--- src/rtl/addr_strap_pkg.sv ---
package addr_strap_pkg;

    localparam int          ADDR_W      = 7;
    localparam int          PORT_W      = 8;
    localparam int          NUM_STRAPS  = 2;
    localparam int          NIBBLE_W    = PORT_W / NUM_STRAPS;
    localparam logic [2:0]  ADDR_PREFIX = 3'b110;

    typedef enum logic [1:0] {
        CONN_GND = 2'd0,
        CONN_VDD = 2'd1,
        CONN_SCL = 2'd2,
        CONN_SDA = 2'd3
    } conn_e;

    // upper strap -> address bits 3:2
    function automatic logic [1:0] upper_bits(conn_e c);
        case (c)
            CONN_SCL: upper_bits = 2'b00;
            CONN_SDA: upper_bits = 2'b01;
            CONN_GND: upper_bits = 2'b10;
            default:  upper_bits = 2'b11;
        endcase
    endfunction

    // lower strap -> address bits 1:0
    function automatic logic [1:0] lower_bits(conn_e c);
        case (c)
            CONN_GND: lower_bits = 2'b00;
            CONN_VDD: lower_bits = 2'b01;
            CONN_SCL: lower_bits = 2'b10;
            default:  lower_bits = 2'b11;
        endcase
    endfunction

    function automatic conn_e level_conn(logic lvl);
        level_conn = lvl ? CONN_VDD : CONN_GND;
    endfunction

    function automatic logic nibble_on(conn_e c);
        nibble_on = (c != CONN_GND);
    endfunction

endpackage

--- src/rtl/strap_window.sv ---
module strap_window (
    input  logic clk,
    input  logic rst,
    input  logic start_i,
    input  logic stop_i,
    output logic open_o
);
    always_ff @(posedge clk) begin
        if (rst)          open_o <= 1'b0;
        else if (start_i) open_o <= 1'b1;
        else if (stop_i)  open_o <= 1'b0;
    end

    p_window_opens_r5: assert property (@(posedge clk) disable iff (rst)
        start_i |=> open_o);
    p_window_closes_r4: assert property (@(posedge clk) disable iff (rst)
        (stop_i && !start_i) |=> !open_o);
endmodule

--- src/rtl/strap_pin_classifier.sv ---
module strap_pin_classifier
    import addr_strap_pkg::*;
(
    input  logic  clk,
    input  logic  rst,
    input  logic  pin_i,
    input  logic  sda_i,
    input  logic  scl_i,
    input  logic  start_i,
    input  logic  stop_i,
    input  logic  open_i,
    output conn_e conn_o
);
    logic follow_scl, follow_sda;
    logic low_scl, low_sda;

    logic eq_scl, eq_sda;
    logic fin_scl, fin_sda, fin_low_scl, fin_low_sda;
    logic commit;
    conn_e verdict;

    assign eq_scl = (pin_i == scl_i);
    assign eq_sda = (pin_i == sda_i);

    // view including the sample of the current cycle
    assign fin_scl     = follow_scl & eq_scl;
    assign fin_sda     = follow_sda & eq_sda;
    assign fin_low_scl = low_scl | ~scl_i;
    assign fin_low_sda = low_sda | ~sda_i;
    assign commit      = stop_i & open_i & ~start_i;

    always_comb begin
        if (fin_scl && fin_low_scl)      verdict = CONN_SCL;
        else if (fin_sda && fin_low_sda) verdict = CONN_SDA;
        else                             verdict = level_conn(pin_i);
    end

    always_ff @(posedge clk) begin
        if (rst) begin
            conn_o     <= level_conn(pin_i);
            follow_scl <= 1'b0;
            follow_sda <= 1'b0;
            low_scl    <= 1'b0;
            low_sda    <= 1'b0;
        end else begin
            if (start_i) begin
                follow_scl <= eq_scl;
                follow_sda <= eq_sda;
                low_scl    <= ~scl_i;
                low_sda    <= ~sda_i;
            end else if (open_i) begin
                follow_scl <= fin_scl;
                follow_sda <= fin_sda;
                low_scl    <= fin_low_scl;
                low_sda    <= fin_low_sda;
            end
            if (commit && (fin_low_scl || fin_low_sda))
                conn_o <= verdict;
        end
    end

    p_quiet_keeps_r7: assert property (@(posedge clk) disable iff (rst)
        (commit && !low_scl && !low_sda && scl_i && sda_i) |=> $stable(conn_o));
endmodule

--- src/rtl/addr_strap_decoder.sv ---
module addr_strap_decoder
    import addr_strap_pkg::*;
(
    input  logic              clk,
    input  logic              rst,
    input  logic              ad0_i,
    input  logic              ad2_i,
    input  logic              sda_i,
    input  logic              scl_i,
    input  logic              start_i,
    input  logic              stop_i,
    output logic [ADDR_W-1:0] slave_addr_o,
    output logic [PORT_W-1:0] port_dflt_o,
    output logic [PORT_W-1:0] pullup_en_o
);
    logic  xfer_open;
    logic  strap [NUM_STRAPS];
    conn_e conn  [NUM_STRAPS];

    assign strap[0] = ad0_i;
    assign strap[1] = ad2_i;

    strap_window u_window (
        .clk     (clk),
        .rst     (rst),
        .start_i (start_i),
        .stop_i  (stop_i),
        .open_o  (xfer_open)
    );

    for (genvar g = 0; g < NUM_STRAPS; g++) begin : g_strap
        strap_pin_classifier u_cls (
            .clk     (clk),
            .rst     (rst),
            .pin_i   (strap[g]),
            .sda_i   (sda_i),
            .scl_i   (scl_i),
            .start_i (start_i),
            .stop_i  (stop_i),
            .open_i  (xfer_open),
            .conn_o  (conn[g])
        );
    end

    assign slave_addr_o = {ADDR_PREFIX, upper_bits(conn[1]), lower_bits(conn[0])};

    // power-up defaults: one nibble per strap, taken from reset classification
    for (genvar n = 0; n < NUM_STRAPS; n++) begin : g_nibble
        always_ff @(posedge clk) begin
            if (rst) begin
                port_dflt_o[n*NIBBLE_W +: NIBBLE_W] <= {NIBBLE_W{nibble_on(level_conn(strap[n]))}};
                pullup_en_o[n*NIBBLE_W +: NIBBLE_W] <= {NIBBLE_W{nibble_on(level_conn(strap[n]))}};
            end
        end
    end

    p_addr_hold_r4: assert property (@(posedge clk) disable iff (rst)
        !stop_i |=> $stable(slave_addr_o));
    p_dflt_hold_r9: assert property (@(posedge clk) disable iff (rst)
        !rst |=> ($stable(port_dflt_o) && $stable(pullup_en_o)));
endmodule

--- config.mk ---
export PLATFORM = sky130hd
export DESIGN_NAME = addr_strap_decoder
export DESIGN_NICKNAME = d
export VERILOG_FILES = /design/src/rtl/addr_strap_pkg.sv /design/src/rtl/strap_window.sv /design/src/rtl/strap_pin_classifier.sv /design/src/rtl/addr_strap_decoder.sv
export SDC_FILE = /design/constraint.sdc
export NUM_CORES = 1
export LEC_CHECK = 0
export BUFFER_PORTS_ARGS = -buffer_cell sky130_fd_sc_hd__clkbuf_2
export CORE_MARGIN = 10
export CORE_UTILIZATION = 45
export CTS_CLUSTER_DIAMETER = 100
export DETAILED_ROUTE_END_ITERATION = 10
export PLACE_DENSITY_LB_ADDON = 0.1
export REMOVE_ABC_BUFFERS = 1
export SETUP_SLACK_MARGIN = 0.15
export SKIP_CTS_REPAIR_TIMING = 1
export SLEW_MARGIN = 30
export SYNTH_ARGS = -nofsm -noshare
export SYNTH_HDL_FRONTEND = slang
export SYNTH_SLANG_ARGS = --single-unit
--- constraint.sdc ---
create_clock -name clk -period 1.2 [get_ports clk]
set_input_delay 0.12 -clock clk [delete_from_list [all_inputs] [get_ports clk]]
set_output_delay 0.12 -clock clk [all_outputs]
set_load 0.02 [all_outputs]
==> impl_metrics.yaml, run 1 <==
drt:
  ant_nets: 0
  drtPass1Iterations: 4
  drc: 0
  routed_wl_um: 1680
  dr.first_iter.drc_count: 14
  num_vias: 616
  viasPerCell: 4.74
  wire_per_inst_um: 12.9
clock_tree:
  clk_pin_slew_ns: 0.09
  htreeDepth: 1
  clk_latency_ns: 0.28
  cts_buffers: 3
  cts_tree: "done"
  root_buffer: "clkbuf_4"
  cts.sinks: 15
  clock_path_buffers: 2
worst_setup_path:
  slowest_stage: "edfxtp_1"
  r2r_cells: 2
  endpoint_kind: "output port"
  r2r_start: "u_window.open_o$_SDFFE_PP0P_"
  startpoint: "pullup_en_o[0]$_DFFE_PP_"
  path_delay_family: "flip-flops"
  crit_chain: "buf_2"
  r2r_setup_slack_ns: 0.20
  required_ns: 1.08
  worst-setup-path-type: "reg2out"
  worstPathArrival_ns: 0.96
  critPathMaxStageDelay_ns: 0.48
  reg2reg_to: "g_strap[1].u_cls.conn_o[1]$_SDFFCE_PP0P_"
  start_kind: "register"
  crit_fanout: 8
  path_buf_inv: 1
  cp_num_cells: 1
  critPathCapture: "port_dflt_o[3]"
finish:
  fillers: 199
  nets: 112
  area_growth_syn_to_layout_pct: 2.60
  final_cell_count_no_fill: 130
  final_cell_area_um2: 938
  drive_gt1_share_pct: 38.8
  num_antenna_cells: 0
grt:
  grt_max_degree: 14
  grt_overflow: 0
  first_global_vias: 652
  grt_pass1_wl_um: 2740
  grtUsageTotal_pct: 7.99
  grt_antenna_before_repair: 0
power_and_ir_drop:
  p_leak_nw: 0.397
  total_power_mw: 1.15
  p_per_area_nw_per_um2: 1220
  peakVddDrop_mv: 0.607
timing:
  hold_viol_final: 0
  timing.final.crit_share_pct: 90.4
  fin_skew_ns: 0.00554
  layout_min_cycle_time_ns: 1.08
  rsz0062_at_grt: "yes"
  slew_violations: 0
  fin_tns_setup_ns: 0
  final-setup-viol-count: 0
  holdWs_ns: 0.129
  fmax_mhz: 922
min_path:
  min_path_type: "in2reg"
floorplan:
  ios: 31
  core_um2: 1940
  die_width_um: 65.1
  start_util_pct: 47.1
  rows: 16
  die_area_um2: 4240
  die_h_um: 65.1
synth:
  synth-edff-count: 6
  syn-cell-area_um2: 915
  synthArstFlopShare_pct: 0
  synth_cell_types: 24
  ys.flop_type: "dfxtp_1"
  yosysSeqAreaShare_pct: 39.4
  synth-seq-cells: 15
  synth_cells: 97
  synth_warnings: 0
  synth_area_per_cell_um2: 9.43
run_status:
  outcome: "finished clean"
place:
  place_hpwl_um: 1290
  dp.cells: 126
  dpl-instance-area_um2: 895
  portBuffers: 27
  gp_routability_congestion: 0.702
job:
  maxCapViolations: 0
## per-stage QoR
step	setup slack (ns)	util (%)
after floorplan	-0.187	-
after global placement	0.178	46.1
after detailed placement	0.129	46.1
after CTS	0.0992	47.4
after global routing	0.0701	48.3
final	0.115	48.3
## registers in the layout, summed over array words and instances (netlist names)
signal	cells
g_strap.u_cls.conn_o	4
g_strap.u_cls.low_sda	2
u_window.open_o	1
g_strap.u_cls.low_scl	2
pullup_en_o	2
g_strap.u_cls.follow_scl	2
g_strap.u_cls.follow_sda	2
## area by class of cell
type | instances | area (µm²) | share of cell area, %
Sequential cell | 15 | 360 | 38.4
Multi-Input combinational cell | 54 | 353 | 37.6
Timing Repair Buffer | 28 | 158 | 16.8
Tap cell | 27 | 33.8 | 3.60
Clock buffer | 4 | 26.3 | 2.80
Inverter | 2 | 7.51 | 0.800
## power by group
group | leakage [nW] | switching [mW] | internal [mW]
Sequential | 0.135 | 0.0247 | 0.569
Clock | 0.0150 | 0.157 | 0.129
Combinational | 0.247 | 0.169 | 0.0985
Total | 0.397 | 0.351 | 0.796
## synth_stat cells (4+ instances only)
cell,number,area (µm²)
dfxtp_1,9,180
buf_4,18,135
xor2_1,4,35.0
o21a_1,4,30.0
nand2b_1,8,50.1
edfxtp_1,6,180
a211oi_2,4,50.1
buf_6,4,45.0
a21oi_1,5,25.0
clkbuf_1,4,15.0
nor2_1,9,33.8
## cell usage in the layout, fill, tap and decap left out
cell type / synthesis / final
nand3b_1: 1 / 1
nand2_1: 1 / 1
o21ai_0: 2 / 2
buf_4: 18 / 7
nor2_1: 9 / 9
or2_4: 0 / 1
xor2_1: 4 / 4
buf_2: 1 / 3
clkbuf_2: 0 / 18
nor3_1: 2 / 2
clkbuf_4: 0 / 3
o21ai_2: 2 / 2
inv_1: 2 / 2
nand2b_1: 8 / 8
nand3_1: 2 / 2
a21oi_1: 5 / 5
edfxtp_1: 6 / 6
a211oi_2: 4 / 4
nor2b_1: 2 / 2
o21bai_1: 2 / 2
and3_4: 2 / 2
conb_1: 2 / 3
clkbuf_1: 4 / 1
o21a_1: 4 / 4
dfxtp_1: 9 / 9
## metal layers
layer  vias to the layer above  wire length (µm)  track usage (%)
li1                        307                 -                -
met1                       271               747             8.34
met2                        33               657             11.9
met3                         5               243             4.98
met4                         0                30             4.81
met5                         -                 0                0
## worst min path at each step
stage / cells past startpoint / end / from
finish: 4 / u_window.open_o$_SDFFE_PP0P_ / stop_i
global route: 1 / pullup_en_o[0]$_DFFE_PP_ / ad0_i
CTS: 4 / u_window.open_o$_SDFFE_PP0P_ / stop_i
detailed placement: 4 / u_window.open_o$_SDFFE_PP0P_ / stop_i
global placement: 4 / u_window.open_o$_SDFFE_PP0P_ / stop_i
floorplan: 1 / g_strap[0].u_cls.follow_scl$_SDFFE_PP0P_ / rst
## kinds of logic (layout without fill, tap and decap cells)
| group | count (synthesis) | after routing | synth area share, % |
|---|---|---|---|
| and+or+nand+nor | 28 | 28 | 17.1 |
| DFF | 15 | 15 | 39.4 |
| other | 2 | 3 | 0.821 |
| xor gates and xnor gates | 4 | 4 | 3.83 |
| AOI/OAI and AO/OA | 19 | 19 | 16.1 |
| buffers and inverters | 29 | 34 | 22.7 |
Power figures use the tool's default switching activity.
==> inputs of run 2 (changes only) <==
--- a/config.mk
+++ b/config.mk
@@ -7,12 +7,11 @@
 export LEC_CHECK = 0
 export BUFFER_PORTS_ARGS = -buffer_cell sky130_fd_sc_hd__clkbuf_2
 export CORE_MARGIN = 10
-export CORE_UTILIZATION = 45
+export CORE_UTILIZATION = 35
 export CTS_CLUSTER_DIAMETER = 100
 export DETAILED_ROUTE_END_ITERATION = 10
 export PLACE_DENSITY_LB_ADDON = 0.1
 export REMOVE_ABC_BUFFERS = 1
-export SETUP_SLACK_MARGIN = 0.15
 export SKIP_CTS_REPAIR_TIMING = 1
 export SLEW_MARGIN = 30
 export SYNTH_ARGS = -nofsm -noshare
==> run 2 against run 1 <==
Total power increased by 0.82%. Flip-flop and latch count unchanged. First-iteration DRC count decreased by 36%. Sequential share of layout area decreased by 0.051 points. Sequential power about the same. Clock-buffer cell count unchanged. Final area increased by 0.13%. Routed wire length increased by 3.6%. Hold slack got worse by 0.045 ns. Largest cell class unchanged.
==> impl_metrics.yaml, run 2 (synthesized netlist as in run 1, its figures left out) <==
floorplan:
  start_util_pct: 36.9
  core_um2: 2480
  die_area_um2: 5060
  die_width_um: 71.1
  die_h_um: 71.1
  ios: 31
  rows: 18
clock_tree:
  clk_pin_slew_ns: 0.09
  cts_tree: "done"
  clk_latency_ns: 0.29
  htreeDepth: 1
  cts.sinks: 15
  root_buffer: "clkbuf_4"
  cts_buffers: 3
  clock_path_buffers: 2
grt:
  grt_antenna_before_repair: 0
  grt_overflow: 0
  grt_pass1_wl_um: 2890
  grtUsageTotal_pct: 6.99
  first_global_vias: 635
  grt_max_degree: 14
timing:
  fmax_mhz: 917
  hold_viol_final: 0
  timing.final.crit_share_pct: 90.9
  layout_min_cycle_time_ns: 1.09
  fin_skew_ns: 0.00343
  slew_violations: 0
  rsz0062_at_grt: "no"
  final-setup-viol-count: 0
job:
  maxCapViolations: 0
drt:
  viasPerCell: 4.64
  dr.first_iter.drc_count: 9
  drtPass1Iterations: 4
  num_vias: 626
  wire_per_inst_um: 12.9
  ant_nets: 0
  drc: 0
  routed_wl_um: 1740
worst_setup_path:
  slowest_stage: "edfxtp_1"
  endpoint_kind: "output port"
  path_delay_family: "flip-flops"
  start_kind: "register"
  worstPathArrival_ns: 0.97
  crit_fanout: 8
  critPathMaxStageDelay_ns: 0.48
  path_buf_inv: 1
  required_ns: 1.08
  worst-setup-path-type: "reg2out"
  crit_chain: "clkbuf_2"
finish:
  fillers: 264
  final_cell_area_um2: 940
  layout_commonest_cell: "clkbuf_2"
  regMostFlops: "g_strap.u_cls.conn_o"
  num_antenna_cells: 0
  nets: 114
  area_growth_syn_to_layout_pct: 2.74
  final_util_pct: 37.9
  largest_reg_flops: 4
  layout_common_cells: "clkbuf_2, nor2_1, dfxtp_1, nand2b_1, edfxtp_1"
  drive_gt1_share_pct: 39.0
place:
  portBuffers: 27
  place_hpwl_um: 1400
  dpl-instance-area_um2: 913
  gp_routability_congestion: 0.682
power_and_ir_drop:
  p_leak_nw: 0.402
  p_per_area_nw_per_um2: 1230
  peakVddDrop_mv: 0.522
run_status:
  outcome: "finished clean"
min_path:
  min_path_type: "in2reg"
==> run 2: cell types whose count changed in the layout (fill, tap and decap cells not counted) <==
cell      change
or2_1         +1
buf_2         -3
or2_4         -1
clkbuf_2      +9
buf_4         -4
==> run 2: final timing paths <==
check                                        endpoint                             startpoint  depth (start not counted)  slack (ns)
max                                    port_dflt_o[5]               pullup_en_o[4]$_DFFE_PP_                          1        0.11
max reg2reg  g_strap[0].u_cls.conn_o[1]$_SDFFCE_PP0P_  g_strap[0].u_cls.low_scl$_SDFFE_PP0P_                          3        0.18
min                      u_window.open_o$_SDFFE_PP0P_                                start_i                          3        0.08
min reg2reg     g_strap[0].u_cls.low_sda$_SDFFE_PP0P_  g_strap[0].u_cls.low_sda$_SDFFE_PP0P_                          2        0.50
==> run 2: layout make-up <==
type                    instances  area [µm²]  share of cell area (%)
clock buffers                   4        26.3                    2.80
well taps                      30        37.5                    3.99
flip-flops and latches         15         360                    38.3
inverters                       2        7.51                   0.799
repair buffers                 30         158                    16.8
multi-input cells              54         350                    37.3
==> run 2: report_power, final <==
part / total [mW] / switching (mW) / internal (mW) / leakage (nW)
registers: 0.594 / 0.0246 / 0.569 / 0.135
clock network: 0.303 / 0.174 / 0.129 / 0.0150
logic: 0.260 / 0.168 / 0.0918 / 0.252
total: 1.16 / 0.367 / 0.790 / 0.402
==> run 2: stage by stage <==
stage / worst slack [ns] / cells / TNS (ns) / hold WS [ns] / total power, mW
final: 0.109 / 135 / 0 / 0.0842 / 1.16
after global routing: 0.0583 / 135 / 0 / 0.108 / 1.22
after CTS: 0.0913 / 135 / 0 / 0.0828 / 1.17
after detailed placement: 0.158 / 131 / 0 / 0.385 / 0.869
after global placement: 0.180 / 131 / 0 / 0.377 / 0.870
after floorplan: -0.187 / 71 / -3.00 / 0.185 / 0.756
==> run 2: routing by layer <==
| layer | up-vias | track usage (%) | wire length, µm | share of wire, % |
|---|---|---|---|---|
| met5 | - | 0 | 0 | 0 |
| met4 | 0 | 3.87 | 37 | 2.1 |
| met3 | 5 | 4.60 | 254 | 15 |
| met2 | 30 | 10.2 | 704 | 40 |
| met1 | 278 | 7.48 | 744 | 43 |
| li1 | 313 | - | - | - |
